<file path="src/rtl/sram_seq_pkg.sv">
package sram_seq_pkg;

  typedef enum logic [2:0] {
    ST_IDLE,
    ST_WSETUP,
    ST_WPULSE,
    ST_WHOLD,
    ST_RWAIT,
    ST_TURN
  } seq_state_t;

  function automatic int max_of5(input int a, input int b, input int c,
                                 input int d, input int e);
    int m;
    m = a;
    if (b > m) m = b;
    if (c > m) m = c;
    if (d > m) m = d;
    if (e > m) m = e;
    return m;
  endfunction

endpackage

</file>
<file path="src/rtl/sram_seq_timer.sv">
module sram_seq_timer #(
  parameter int CW = 3
) (
  input  logic          clk,
  input  logic          rst,
  input  logic          load,
  input  logic [CW-1:0] load_val,
  output logic          expired
);

  logic [CW-1:0] cnt;

  always_ff @(posedge clk) begin
    if (rst) begin
      cnt <= '0;
    end else if (load) begin
      cnt <= load_val;
    end else if (cnt != '0) begin
      cnt <= cnt - 1'b1;
    end
  end

  assign expired = (cnt == '0);


  countdown_step_chk: assert property (@(posedge clk) disable iff (rst)
    (!load && !expired) |=> (cnt == $past(cnt) - 1'b1));

endmodule

</file>
<file path="src/rtl/sram_seq_fsm.sv">
module sram_seq_fsm
  import sram_seq_pkg::*;
#(
  parameter int T_SETUP  = 2,
  parameter int T_PULSE  = 4,
  parameter int T_HOLD   = 1,
  parameter int T_RDWAIT = 5,
  parameter int T_TURN   = 2,
  parameter int CW       = 3
) (
  input  logic          clk,
  input  logic          rst,
  input  logic          req,
  input  logic          req_we,
  input  logic          tmr_expired,
  output seq_state_t    state,
  output seq_state_t    nxt,
  output logic          tmr_load,
  output logic [CW-1:0] tmr_val
);

  localparam logic [CW-1:0] V_SETUP  = CW'(T_SETUP - 1);
  localparam logic [CW-1:0] V_PULSE  = CW'(T_PULSE - 1);
  localparam logic [CW-1:0] V_HOLD   = CW'(T_HOLD - 1);
  localparam logic [CW-1:0] V_RDWAIT = CW'(T_RDWAIT - 1);
  localparam logic [CW-1:0] V_TURN   = CW'(T_TURN - 1);

  always_comb begin
    nxt      = state;
    tmr_load = 1'b0;
    tmr_val  = '0;
    unique case (state)
      ST_IDLE: if (req) begin
        tmr_load = 1'b1;
        if (req_we) begin
          nxt     = ST_WSETUP;
          tmr_val = V_SETUP;
        end else begin
          nxt     = ST_RWAIT;
          tmr_val = V_RDWAIT;
        end
      end
      ST_WSETUP: if (tmr_expired) begin
        nxt      = ST_WPULSE;
        tmr_load = 1'b1;
        tmr_val  = V_PULSE;
      end
      ST_WPULSE: if (tmr_expired) begin
        nxt      = ST_WHOLD;
        tmr_load = 1'b1;
        tmr_val  = V_HOLD;
      end
      ST_WHOLD: if (tmr_expired) nxt = ST_IDLE;
      ST_RWAIT: if (tmr_expired) begin
        nxt      = ST_TURN;
        tmr_load = 1'b1;
        tmr_val  = V_TURN;
      end
      ST_TURN: if (tmr_expired) nxt = ST_IDLE;
      default: nxt = ST_IDLE;
    endcase
  end

  always_ff @(posedge clk) begin
    if (rst) state <= ST_IDLE;
    else     state <= nxt;
  end


  idle_hold_chk: assert property (@(posedge clk) disable iff (rst)
    (state == ST_IDLE && !req) |=> (state == ST_IDLE));


  read_then_turn_chk: assert property (@(posedge clk) disable iff (rst)
    (state == ST_RWAIT && nxt != ST_RWAIT) |=> (state == ST_TURN));

endmodule

</file>
<file path="src/rtl/sram_seq_ctrl.sv">
module sram_seq_ctrl
  import sram_seq_pkg::*;
#(
  parameter int AW       = 16,
  parameter int DW       = 24,
  parameter int T_SETUP  = 2,
  parameter int T_PULSE  = 4,
  parameter int T_HOLD   = 1,
  parameter int T_RDWAIT = 5,
  parameter int T_TURN   = 2
) (
  input  logic          clk,
  input  logic          rst,
  input  logic          host_req,
  input  logic          host_we,
  input  logic [AW-1:0] host_addr,
  input  logic [DW-1:0] host_wdata,
  output logic          host_ack,
  output logic          host_done,
  output logic [DW-1:0] host_rdata,
  output logic [AW-1:0] ram_addr,
  output logic          ram_cs_n,
  output logic          ram_we_n,
  output logic          ram_oe_n,
  output logic [DW-1:0] ram_dq_out,
  output logic          ram_dq_oe,
  input  logic [DW-1:0] ram_dq_in
);

  localparam int TMAX = max_of5(T_SETUP, T_PULSE, T_HOLD, T_RDWAIT, T_TURN);
  localparam int CW   = (TMAX > 1) ? $clog2(TMAX) : 1;

  seq_state_t    state, nxt;
  logic          tmr_load, tmr_expired;
  logic [CW-1:0] tmr_val;

  sram_seq_fsm #(
    .T_SETUP(T_SETUP), .T_PULSE(T_PULSE), .T_HOLD(T_HOLD),
    .T_RDWAIT(T_RDWAIT), .T_TURN(T_TURN), .CW(CW)
  ) u_fsm (
    .clk(clk), .rst(rst), .req(host_req), .req_we(host_we),
    .tmr_expired(tmr_expired), .state(state), .nxt(nxt),
    .tmr_load(tmr_load), .tmr_val(tmr_val)
  );

  sram_seq_timer #(.CW(CW)) u_timer (
    .clk(clk), .rst(rst), .load(tmr_load), .load_val(tmr_val),
    .expired(tmr_expired)
  );

  logic accept, capture, finish, nxt_write, nxt_sel;

  assign accept    = (state == ST_IDLE) && host_req;
  assign capture   = (state == ST_RWAIT) && tmr_expired;
  assign finish    = ((state == ST_WHOLD) || (state == ST_TURN)) && tmr_expired;
  assign nxt_write = (nxt == ST_WSETUP) || (nxt == ST_WPULSE) || (nxt == ST_WHOLD);
  assign nxt_sel   = nxt_write || (nxt == ST_RWAIT);

  always_ff @(posedge clk) begin
    if (rst) begin
      ram_cs_n   <= 1'b1;
      ram_we_n   <= 1'b1;
      ram_oe_n   <= 1'b1;
      ram_dq_oe  <= 1'b0;
      host_ack   <= 1'b0;
      host_done  <= 1'b0;
      ram_addr   <= '0;
      ram_dq_out <= '0;
      host_rdata <= '0;
    end else begin
      ram_cs_n  <= !nxt_sel;
      ram_we_n  <= (nxt != ST_WPULSE);
      ram_oe_n  <= (nxt != ST_RWAIT);
      ram_dq_oe <= nxt_write;
      host_ack  <= accept;
      host_done <= finish;
      if (accept) begin
        ram_addr   <= host_addr;
        ram_dq_out <= host_wdata;
      end
      if (capture) host_rdata <= ram_dq_in;
    end
  end


  drive_vs_oe_chk: assert property (@(posedge clk) disable iff (rst)
    ram_dq_oe |-> ram_oe_n);


  we_vs_oe_chk: assert property (@(posedge clk) disable iff (rst)
    !ram_we_n |-> ram_oe_n);


  we_needs_cs_chk: assert property (@(posedge clk) disable iff (rst)
    !ram_we_n |-> !ram_cs_n);


  addr_stable_chk: assert property (@(posedge clk) disable iff (rst)
    (!ram_cs_n && $past(!ram_cs_n)) |-> ($stable(ram_addr) && $stable(ram_dq_out)));


  ack_pulse_chk: assert property (@(posedge clk) disable iff (rst)
    host_ack |=> !host_ack);


  done_pulse_chk: assert property (@(posedge clk) disable iff (rst)
    host_done |=> !host_done);


  oe_release_chk: assert property (@(posedge clk) disable iff (rst)
    $rose(ram_oe_n) |-> ram_cs_n);


  reset_idle_chk: assert property (@(posedge clk)
    rst |=> (ram_cs_n && ram_we_n && ram_oe_n && !ram_dq_oe && !host_ack && !host_done));

endmodule

</file>
<file path="config.mk">
export PLATFORM = sky130hd
export DESIGN_NAME = sram_seq_ctrl
export DESIGN_NICKNAME = d
export VERILOG_FILES = /design/src/rtl/sram_seq_pkg.sv /design/src/rtl/sram_seq_timer.sv /design/src/rtl/sram_seq_fsm.sv /design/src/rtl/sram_seq_ctrl.sv
export SDC_FILE = /design/constraint.sdc
export NUM_CORES = 1
export LEC_CHECK = 0
export ABC_AREA = 1
export BUFFER_PORTS_ARGS = -buffer_cell sky130_fd_sc_hd__buf_4
export CORE_MARGIN = 4
export CORE_UTILIZATION = 30
export CTS_CLUSTER_SIZE = 8
export DETAILED_ROUTE_END_ITERATION = 6
export GPL_ROUTABILITY_DRIVEN = 0
export GPL_TIMING_DRIVEN = 0
export HOLD_SLACK_MARGIN = 0.02
export PLACE_DENSITY = 0.56
export SYNTH_ARGS = -nofsm -noshare
export SYNTH_HDL_FRONTEND = slang
export SYNTH_SLANG_ARGS = --single-unit
</file>
<file path="constraint.sdc">
create_clock -name clk -period 1.4 [get_ports clk]
set_input_delay 0.28 -clock clk [delete_from_list [all_inputs] [get_ports clk]]
set_output_delay 0.28 -clock clk [all_outputs]
set_load 0.1 [all_outputs]
</file>
**Yosys cells after proc, flatten, opt, wreduce, memory -nomap -nowiden**

Index checks and enable logic that the tools add are counted.

- Bits in writable memories: 0
- Bits in latches: 0
- Flip-flop bits (word level): 76
- Input port bits: 68
- Memories kept: 0
- Memory bits (read-only): 0
- Word-level logic and storage cells: 53
- Output and inout port bits: 70

- Order comparisons: 0
- Muxes and demuxes: 16
- Bitwise logic cells: 0
- Multipliers: 0
- Shifts and indexed selects: 0
- Equality and inequality tests: 11
- Add/subtract/negate cells: 1
- Reductions and logical operators: 14
- Divide/modulo/power cells: 0

Operators with widths:

| operator | number |
|---|---|
| two-way mux 3 bit | 9 |
| one-hot mux 3 bit (5 select lines) | 1 |
| equality test 3 x 2 -> 1 bit, second input constant | 4 |
| equality test 3 bit, second input constant | 3 |
| one-hot mux 3 bit (3 select lines) | 1 |
| equality test 3 x 1 -> 1 bit, second input constant | 2 |
| logical NOT 3 bit | 2 |
| logical OR 1 bit | 4 |
| logical AND 1 bit | 3 |
| two-way mux 1 bit | 3 |
| != test 3 x 2 -> 1 bit, second input constant | 1 |
| != test 3 bit, second input constant | 1 |
| nonzero test 3 bit | 1 |
| OR reduction 3 bit | 1 |
| subtractor 3 x 1 -> 3 bit, second input constant | 1 |
| two-way mux 2 bit | 1 |
| one-hot mux 1 bit (2 select lines) | 1 |
| nonzero test 2 bit | 1 |
| OR reduction 2 bit | 1 |
| logical NOT 1 bit | 1 |

**Logic depth before layout (Yosys ltp)**

Gate-level depths: netlist of run 1.

- Word-level depth: 8
- Depth in mapped cells: 10
- Gate-level depth less buffers: 10

**Hierarchy**

From an unflattened synthesis of run 1, not the netlist that was laid out.

- Cells, all modules: 512
- Area, all modules: 3450.8 um2

Modules (own cells, without submodules):

| module | area each (um2) | cells an instance | seq. area each (um2) | times used |
|---|---|---|---|---|
| sram_seq_ctrl | 3016.6 | 445 | 1401.3 | 1 |
| sram_seq_fsm | 235.2 | 39 | 60.1 | 1 |
| sram_seq_timer | 198.9 | 28 | 60.1 | 1 |

**Worst setup path before layout of run 1**

No wires, ideal clock.

- Path kind: flip-flop to flip-flop
- Start point: register u_timer.cnt[0]
- End point: register ram_cs_n
- Clock period less this slack: 1347 ps
- Setup slack: 53 ps
- Path buffers: 0
- Stages on the path, launching flop included: 10
- Arrival time: 1231 ps
- Library setup time: 116 ps
- Data required time: 1284 ps
- Path through: dfxtp_1 -> inv_1 -> ha_1 -> inv_1 -> nor2_4 -> nand2_1 -> a21oi_2 -> nand2_1 -> nor2_1 -> nor2_1

- Word-level cells in the longest chain between the ends: 8
- Elaborated cells between the ends (all ways): 14
- Classes of those cells: eq/ne (4); mux (5); reduce/logical (5)

RTL lines:

| what | RTL line | text |
|---|---|---|
| start, declared | sram_seq_timer.sv:11 | `logic [CW-1:0] cnt;` |
| start signal, assigned | sram_seq_timer.sv:17 | `cnt <= load_val;` |
| start signal, assigned | sram_seq_timer.sv:19 | `cnt <= cnt - 1'b1;` |
| logical NOT 3 bit (*) | sram_seq_timer.sv:23 | `assign expired = (cnt == '0);` |
| two-way mux 3 bit (on tied branches) | n/a |  |
| one-hot mux 3 bit (5 select lines) (*) | sram_seq_fsm.sv:32 | `unique case (state)` |
| equality test 3 x 1 -> 1 bit or equality test 3 x 2 -> 1 bit (tied branches) | sram_seq_ctrl.sv:56 | `assign nxt_write = (nxt == ST_WSETUP) \|\| (nxt == ST_WPULSE) \|\| (nxt == ST_WHOLD);` |
| logical OR 1 bit (2 in series) | sram_seq_ctrl.sv:56 |  |
| logical OR 1 bit (*) | sram_seq_ctrl.sv:57 | `assign nxt_sel = nxt_write \|\| (nxt == ST_RWAIT);` |
| logical NOT 1 bit (*) | sram_seq_ctrl.sv:71 | `ram_cs_n <= !nxt_sel;` |
| end signal, assigned | sram_seq_ctrl.sv:71 |  |
| end, declared | sram_seq_ctrl.sv:22 | `output logic ram_cs_n,` |

Every way passes the cells marked *; elsewhere a longest branch is shown, timed or not.
A chain may end at the register's enable or synchronous reset.

**Final worst setup path of run 1**

- Start point: register u_timer.cnt[0]
- End point: register host_rdata[14]

- Word-level cells in the longest chain between the ends: 2

RTL lines:

| what | RTL line | text |
|---|---|---|
| logical NOT 3 bit | sram_seq_timer.sv:23 |  |
| logical AND 1 bit | sram_seq_ctrl.sv:54 | `assign capture = (state == ST_RWAIT) && tmr_expired;` |
| end signal, assigned | sram_seq_ctrl.sv:81 | `if (capture) host_rdata <= ram_dq_in;` |
| end, declared | sram_seq_ctrl.sv:20 | `output logic [DW-1:0] host_rdata,` |

Every way passes these cells.

==> summary.txt, run 1 <==
mapped cell area -> 0.00283 mm2
top_reg_cell synth -> dfxtp_1
top cells by area, synth -> dfxtp_1, nor2_1, o21ai_0
IO Port Bufs -> 137
Buf/Inv on CP -> 3
RSZ-0062 raised after global routing -> yes
Starting Density -> 0.308
largest net degree at the start of global routing -> 13
GRT Total Usage -> 0.143
Core Rows -> 35
Chip Width -> 105 um
Synth top cells by count -> nor2_1, dfxtp_1, o21ai_0
cell taking the most area after synthesis -> dfxtp_1
CP max FO -> 10
yosys warns -> 0
Util after Layout -> 0.476
min cycle time layout -> 1.39 ns
Seq/Total Area, Yosys -> 0.537
die height -> 105 um
max layer used -> met4
DRC -> 0
M1 wire length -> 3620 um
crit path cell chain -> inv_2 > ha_4 > nand2_8 > nor2_4 > inv_4 > buf_8 > nor2_1 > nor2_1
delay-heaviest family, CP -> simple AND/OR/NAND/NOR gates
power density cells -> 2480 mW/mm2
hold_buf cts -> 0
layout cells sized above 1 -> 0.400
Core ar. -> 0.00920 mm2
Pleak -> 2.11 nW
kind of critical path -> flop to flop
Inserted Diodes -> 0
Syn Inst Count -> 361
Yosys cell types -> 24
Clk pin slew, worst setup/hold paths -> 0.07 ns
slack of the critical path -> 0.0104 ns
fmax -> 720 MHz
CP required -> 1.63 ns
CP Capture Type -> flop
Wirelength per Cell -> 12.6 um
met2 routed WL -> 3430 um
post-layout net count -> 588
1st-iter DRT viols -> 89
final number of max-transition violations -> 0
Post-synth ARST share -> 0
Post-synth EDFFs -> 0
Top Ports -> 138
top-count cell post-synth -> nor2_1
first-pass GRT wire length -> 12900 um
Final Hold Vio Count -> 0
Max stage delay on crit path -> 0.33 ns
CTS Sinks -> 76
final hold slack -> 0.142 ns
grt ovf -> 0
Worst Tran Pin Value -> 0.398 ns
TritonCTS buffer count -> 9
slowest CP cell -> dfxtp_2
initial antenna violation count -> 0
worst-skew pair later-pin latency -> 0.34 ns
Met3 Routed Length -> 876 um
post-synth top area share -> 0.537
drt pass-1 iters -> 4
Vias -> 2847
status -> finished, final reports clean
H-tree Lvls -> 3
fin crit share -> 0.993
CP Data Arrival Time -> 1.62 ns
CTS tree -> done
post-synthesis register bit count -> 76
Max Cap Viol -> 0
Final Skew -> 0.0100 ns
hpwl dp -> 5930 um
Post-Route WL -> 8010 um
pre-CTS WS -> -0.0874 ns
full die area -> 0.0111 mm2
CP dominant cell by count -> nor2_1
number of global-route vias before repair -> 2713
root buf cell -> clkbuf_8
Mean Syn Cell Area -> 7.84 um2
ANT nets after route -> 0
worst hold path type -> input pin to flop
Vias/cell -> 4.50
slew margin rel. -> 0.734
final setup fails -> 0
VDD IR-drop max -> 1.00 mV
Startpoint Class -> flop
syn nets -> 431
worst-case clock buffer depth -> 2
Syn-to-layout area delta -> 54.7%
## timing repair
item / in CTS / in global routing
resized for setup: 3 / 33
setup endpoints to repair: 22 / 63
setup buffers: 2 / 7
pin swaps: 4 / 7
## routing by layer
layer  up-vias  track usage
li1       1462            -
met1      1256        0.184
met3         7       0.0642
met5         -            0
met2       122        0.213
met4         0       0.0506
## where the power goes
| part | internal, W | switching, W |
|---|---|---|
| Combinational | 0.00145 | 0.00460 |
| Clock | 0.00109 | 0.000774 |
| Sequential | 0.00267 | 0.000279 |
## state kept, by name, indices dropped and copies added (netlist names)
name         flops
ram_oe_n         1
ram_addr        16
host_done        1
host_rdata      24
u_fsm.state      3
u_timer.cnt      3
ram_cs_n         1
host_ack         1
ram_dq_oe        1
ram_we_n         1
ram_dq_out      24
## layout by cell type (no fill, tap or decap), types with 3 or more instances in the layout
cell      instances
nor2_4            6
clkbuf_8         11
nor2_2           13
buf_6             3
o21ai_1          11
dfxtp_1          74
clkbuf_2          3
a21oi_1           4
buf_4           151
clkbuf_1          6
nand2_2           3
inv_2             4
inv_1             9
nor2_1          126
nand2_1          14
nand3_1           7
o21ai_0          55
## stage by stage
| step | cells | power, W | TNS (ns) | instance area [um2] |
|---|---|---|---|---|
| global placement | 609 | 0.00872 | -1.15 | 4000 |
| detailed placement | 609 | 0.00877 | -1.60 | 4000 |
| global route | 633 | 0.0114 | -1.34 | 4380 |
| finish | 633 | 0.0109 | 0 | 4380 |
| CTS | 626 | 0.0107 | 0 | 4250 |
| floorplan | 361 | 0.00754 | 0 | 2830 |
## final cells by class
type                    count  area [um2]
flip-flops and latches     76        1520
repair buffers            146        1100
well taps                 111         139
plain buffers              19         129
clock inverters             4        72.6
multi-input cells         251        1210
inverters                  15        61.3
fillers                   926        4820
clock buffers              11         151
## worst paths after layout
check	startpoint	endpoint	slack [ns]	cells after the start
hold reg to reg	ram_addr[13]	ram_addr[13]	0.48	2
setup reg to reg	u_timer.cnt[0]	host_rdata[14]	0.01	8
setup / recovery	u_timer.cnt[0]	host_rdata[14]	0.01	8
hold / removal	rst	u_timer.cnt[1]	0.14	2
## logic make-up after synthesis
kind of cell / after synthesis / synth area share
adder cells (fa/ha/maj): 2 / 0.00884
buffers and inverters: 34 / 0.0614
flip-flops: 76 / 0.537
XOR/XNOR: 2 / 0.00619
AO/OA/AOI/OAI: 72 / 0.130
AND/OR/NAND/NOR: 175 / 0.256
Power figures use the tool's default switching activity.
==> run 2: changes to the inputs <==
--- a/config.mk
+++ b/config.mk
@@ -7,14 +7,14 @@
 export LEC_CHECK = 0
 export ABC_AREA = 1
 export BUFFER_PORTS_ARGS = -buffer_cell sky130_fd_sc_hd__buf_4
-export CORE_MARGIN = 4
 export CORE_UTILIZATION = 30
 export CTS_CLUSTER_SIZE = 8
 export DETAILED_ROUTE_END_ITERATION = 6
 export GPL_ROUTABILITY_DRIVEN = 0
 export GPL_TIMING_DRIVEN = 0
 export HOLD_SLACK_MARGIN = 0.02
-export PLACE_DENSITY = 0.56
+export PLACE_DENSITY = 0.54
 export SYNTH_ARGS = -nofsm -noshare
 export SYNTH_HDL_FRONTEND = slang
+export SYNTH_HIERARCHICAL = 1
 export SYNTH_SLANG_ARGS = --single-unit
==> run 2 against run 1 <==
The run now ends with setup timing left. Count of clock-buffer cells in the layout down 1. Register-to-register slack worse by 0.19 ns. Critical endpoint is now host_rdata[13]. Final area up 17%. Wire length rose by 25%. Global-route usage increased by 2.7 points.
==> summary.txt, run 2 <==
yosys warns -> 6 (was 0)
commonest non-fill, non-tap cell in the layout -> buf_4 (unchanged)
Inserted Diodes -> 0 (unchanged)
Post-synth ARST share -> 0 (unchanged)
initial antenna violation count -> 0 (unchanged)
hpwl dp -> 7260 um (was 5930 um)
H-tree Lvls -> 3 (unchanged)
mapped cell area -> 0.00345 mm2 (was 0.00283 mm2)
Buf/Inv on CP -> 4 (was 3)
DRC -> 0 (unchanged)
CP max FO -> 6 (was 10)
Synth top cells by count -> nor2_1, inv_1, nand2_1 (was nor2_1, dfxtp_1, o21ai_0)
kind of critical path -> flop to flop (unchanged)
min cycle time layout -> 1.58 ns (was 1.39 ns)
placed cell count -> 789 (was 609)
Top Ports -> 138 (unchanged)
IO Port Bufs -> 137 (unchanged)
most frequent cells in the layout -> buf_4, nor2_1, inv_1, nand2_1, dfxtp_1 (was buf_4, nor2_1, dfxtp_1, o21ai_0, nand2_1)
Yosys cell types -> 29 (was 24)
top-count cell post-synth -> nor2_1 (unchanged)
worst hold path type -> input pin to flop (unchanged)
final setup fails -> 31 (was 0)
cell taking the most area after synthesis -> dfxtp_1 (unchanged)
min-delay src -> rst (unchanged)
Final Skew -> 0.00322 ns (was 0.0100 ns)
Core Rows -> 38 (was 35)
Mean Syn Cell Area -> 6.74 um2 (was 7.84 um2)
syn nets -> 582 (was 431)
Crit Reg-Reg Startpoint -> u_timer/cnt[0] (was u_timer.cnt[0])
Max stage delay on crit path -> 0.33 ns (about the same)
top cells by area, synth -> dfxtp_1, nor2_1, nand3_1 (was dfxtp_1, nor2_1, o21ai_0)
Post-Route WL -> 10000 um (was 8010 um)
pre-CTS WS -> -0.248 ns (was -0.0874 ns)
1st-iter DRT viols -> 156 (was 89)
Post-synth EDFFs -> 0 (unchanged)
Seq/Total Area, Yosys -> 0.441 (was 0.537)
biggest regs -> host_rdata (24), ram_dq_out (24), ram_addr (16) (unchanged)
Syn Inst Count -> 512 (was 361)
number of global-route vias before repair -> 3391 (was 2713)
RSZ-0062 raised after global routing -> yes (unchanged)
Worst Tran Pin Value -> 0.456 ns (was 0.398 ns)
grt ovf -> 0 (unchanged)
Clk pin slew, worst setup/hold paths -> 0.06 ns (was 0.07 ns)
drt pass-1 iters -> 4 (unchanged)
die height -> 109 um (was 105 um)
hold_buf cts -> 0 (unchanged)
Vias -> 3659 (was 2847)
GRT Total Usage -> 0.171 (was 0.143)
Starting Density -> 0.313 (was 0.308)
post-layout net count -> 742 (was 588)
worst-skew pair later-pin latency -> 0.33 ns (was 0.34 ns)
CP Data Arrival Time -> 1.85 ns (was 1.62 ns)
largest net degree at the start of global routing -> 13 (unchanged)
layout cells sized above 1 -> 0.332 (was 0.400)
fin crit share -> 1.13 (was 0.993)
Core ar. -> 0.0110 mm2 (was 0.00920 mm2)
slew margin rel. -> 0.696 (was 0.734)
Startpoint Class -> flop (unchanged)
crit path cell chain -> inv_2 > ha_4 > inv_2 > nor2_4 > buf_4 > nand2_2 > nor2_4 > buf_6 > nor2_1 > nor2_1 (was inv_2 > ha_4 > nand2_8 > nor2_4 > inv_4 > buf_8 > nor2_1 > nor2_1)
Syn-to-layout area delta -> 48.3% (was 54.7%)
post-synth top area share -> 0.441 (was 0.537)
setup TNS -> -4.65 ns (was 0 ns)
delay-heaviest family, CP -> simple AND/OR/NAND/NOR gates (unchanged)
crit path launch -> u_timer/cnt[0] (was u_timer.cnt[0])
Chip Width -> 109 um (was 105 um)
Max Cap Viol -> 0 (unchanged)
slack of the critical path -> -0.181 ns (was 0.0104 ns)
TritonCTS buffer count -> 9 (unchanged)
worst-case clock buffer depth -> 2 (unchanged)
final number of max-transition violations -> 0 (unchanged)
post-synthesis register bit count -> 76 (unchanged)
violated checks -> setup timing
top_reg_cell synth -> dfxtp_1 (unchanged)
ANT nets after route -> 0 (unchanged)
Wirelength per Cell -> 12.2 um (was 12.6 um)
root buf cell -> clkbuf_16 (was clkbuf_8)
status -> complete, but fails checks (was finished, final reports clean)
fmax -> 632 MHz (was 720 MHz)
slowest CP cell -> dfxtp_2 (unchanged)
full die area -> 0.0119 mm2 (was 0.0111 mm2)
Layout Cells excl Fill -> 817 (was 633)
CTS tree -> done (unchanged)
Vias/cell -> 4.48 (was 4.50)
CTS Sinks -> 76 (unchanged)
CP required -> 1.67 ns (was 1.63 ns)
final hold slack -> 0.179 ns (was 0.142 ns)
Final Hold Vio Count -> 0 (unchanged)
CP Capture Type -> flop (unchanged)
first-pass GRT wire length -> 15800 um (was 12900 um)
## run 2: final timing paths
check                         to  slack (ns)  cells after the start
setup / recovery  host_rdata[13]       -0.18                     10
setup reg to reg  host_rdata[13]       -0.18                     10
hold / removal    u_timer/cnt[0]        0.18                      2
hold reg to reg   ram_dq_out[18]        0.48                      2
## run 2: what timing repair did
action | 4_1_cts | 5_1_grt
resized for setup | 22 | 11
setup buffers | 7 | 2
endpoints found under the hold margin | 0 | 0
pin swaps | 6 | 8
endpoints found under the setup margin | 52 | 72
gates cloned | 2 | 1
## run 2: cell type report
class / instances / area (um2)
clock buffers: 10 / 239
repair buffers: 149 / 1130
fillers: 1175 / 5910
plain buffers: 30 / 186
inverters: 88 / 333
clock inverters: 6 / 30.0
well taps: 140 / 175
flip-flops and latches: 76 / 1530
multi-input cells: 318 / 1500
## run 2: cell families (layout without fill, tap and decap cells)
| family | count (synthesis) | count (layout) | share of synthesized area |
|---|---|---|---|
| compound gates | 54 | 54 | 0.0812 |
| xor+xnor | 1 | 1 | 0.00254 |
| fa+ha+maj | 2 | 2 | 0.00725 |
| buf+inv | 118 | 283 | 0.143 |
| flops | 76 | 76 | 0.441 |
| simple gates | 261 | 261 | 0.325 |
## run 2: per-stage QoR
| step | utilization | cell area (um2) |
|---|---|---|
| after floorplan | - | 3480 |
| after global placement | 0.424 | 4680 |
| final | 0.464 | 5120 |
| after CTS | 0.459 | 5070 |
| after detailed placement | 0.424 | 4680 |
| after global routing | 0.464 | 5120 |
## run 2: per-layer routing
metal / vias up / routed length [um] / track usage
met4: 0 / 211 / 0.0819
li1: 1889 / - / -
met5: - / 0 / 0
met1: 1660 / 4390 / 0.211
met3: 15 / 483 / 0.0281
met2: 95 / 4920 / 0.287
Power of run 2 is left out: the tool's default activity adds up to more than one toggle a clock period on the data nets, which glitch-free logic cannot reach.
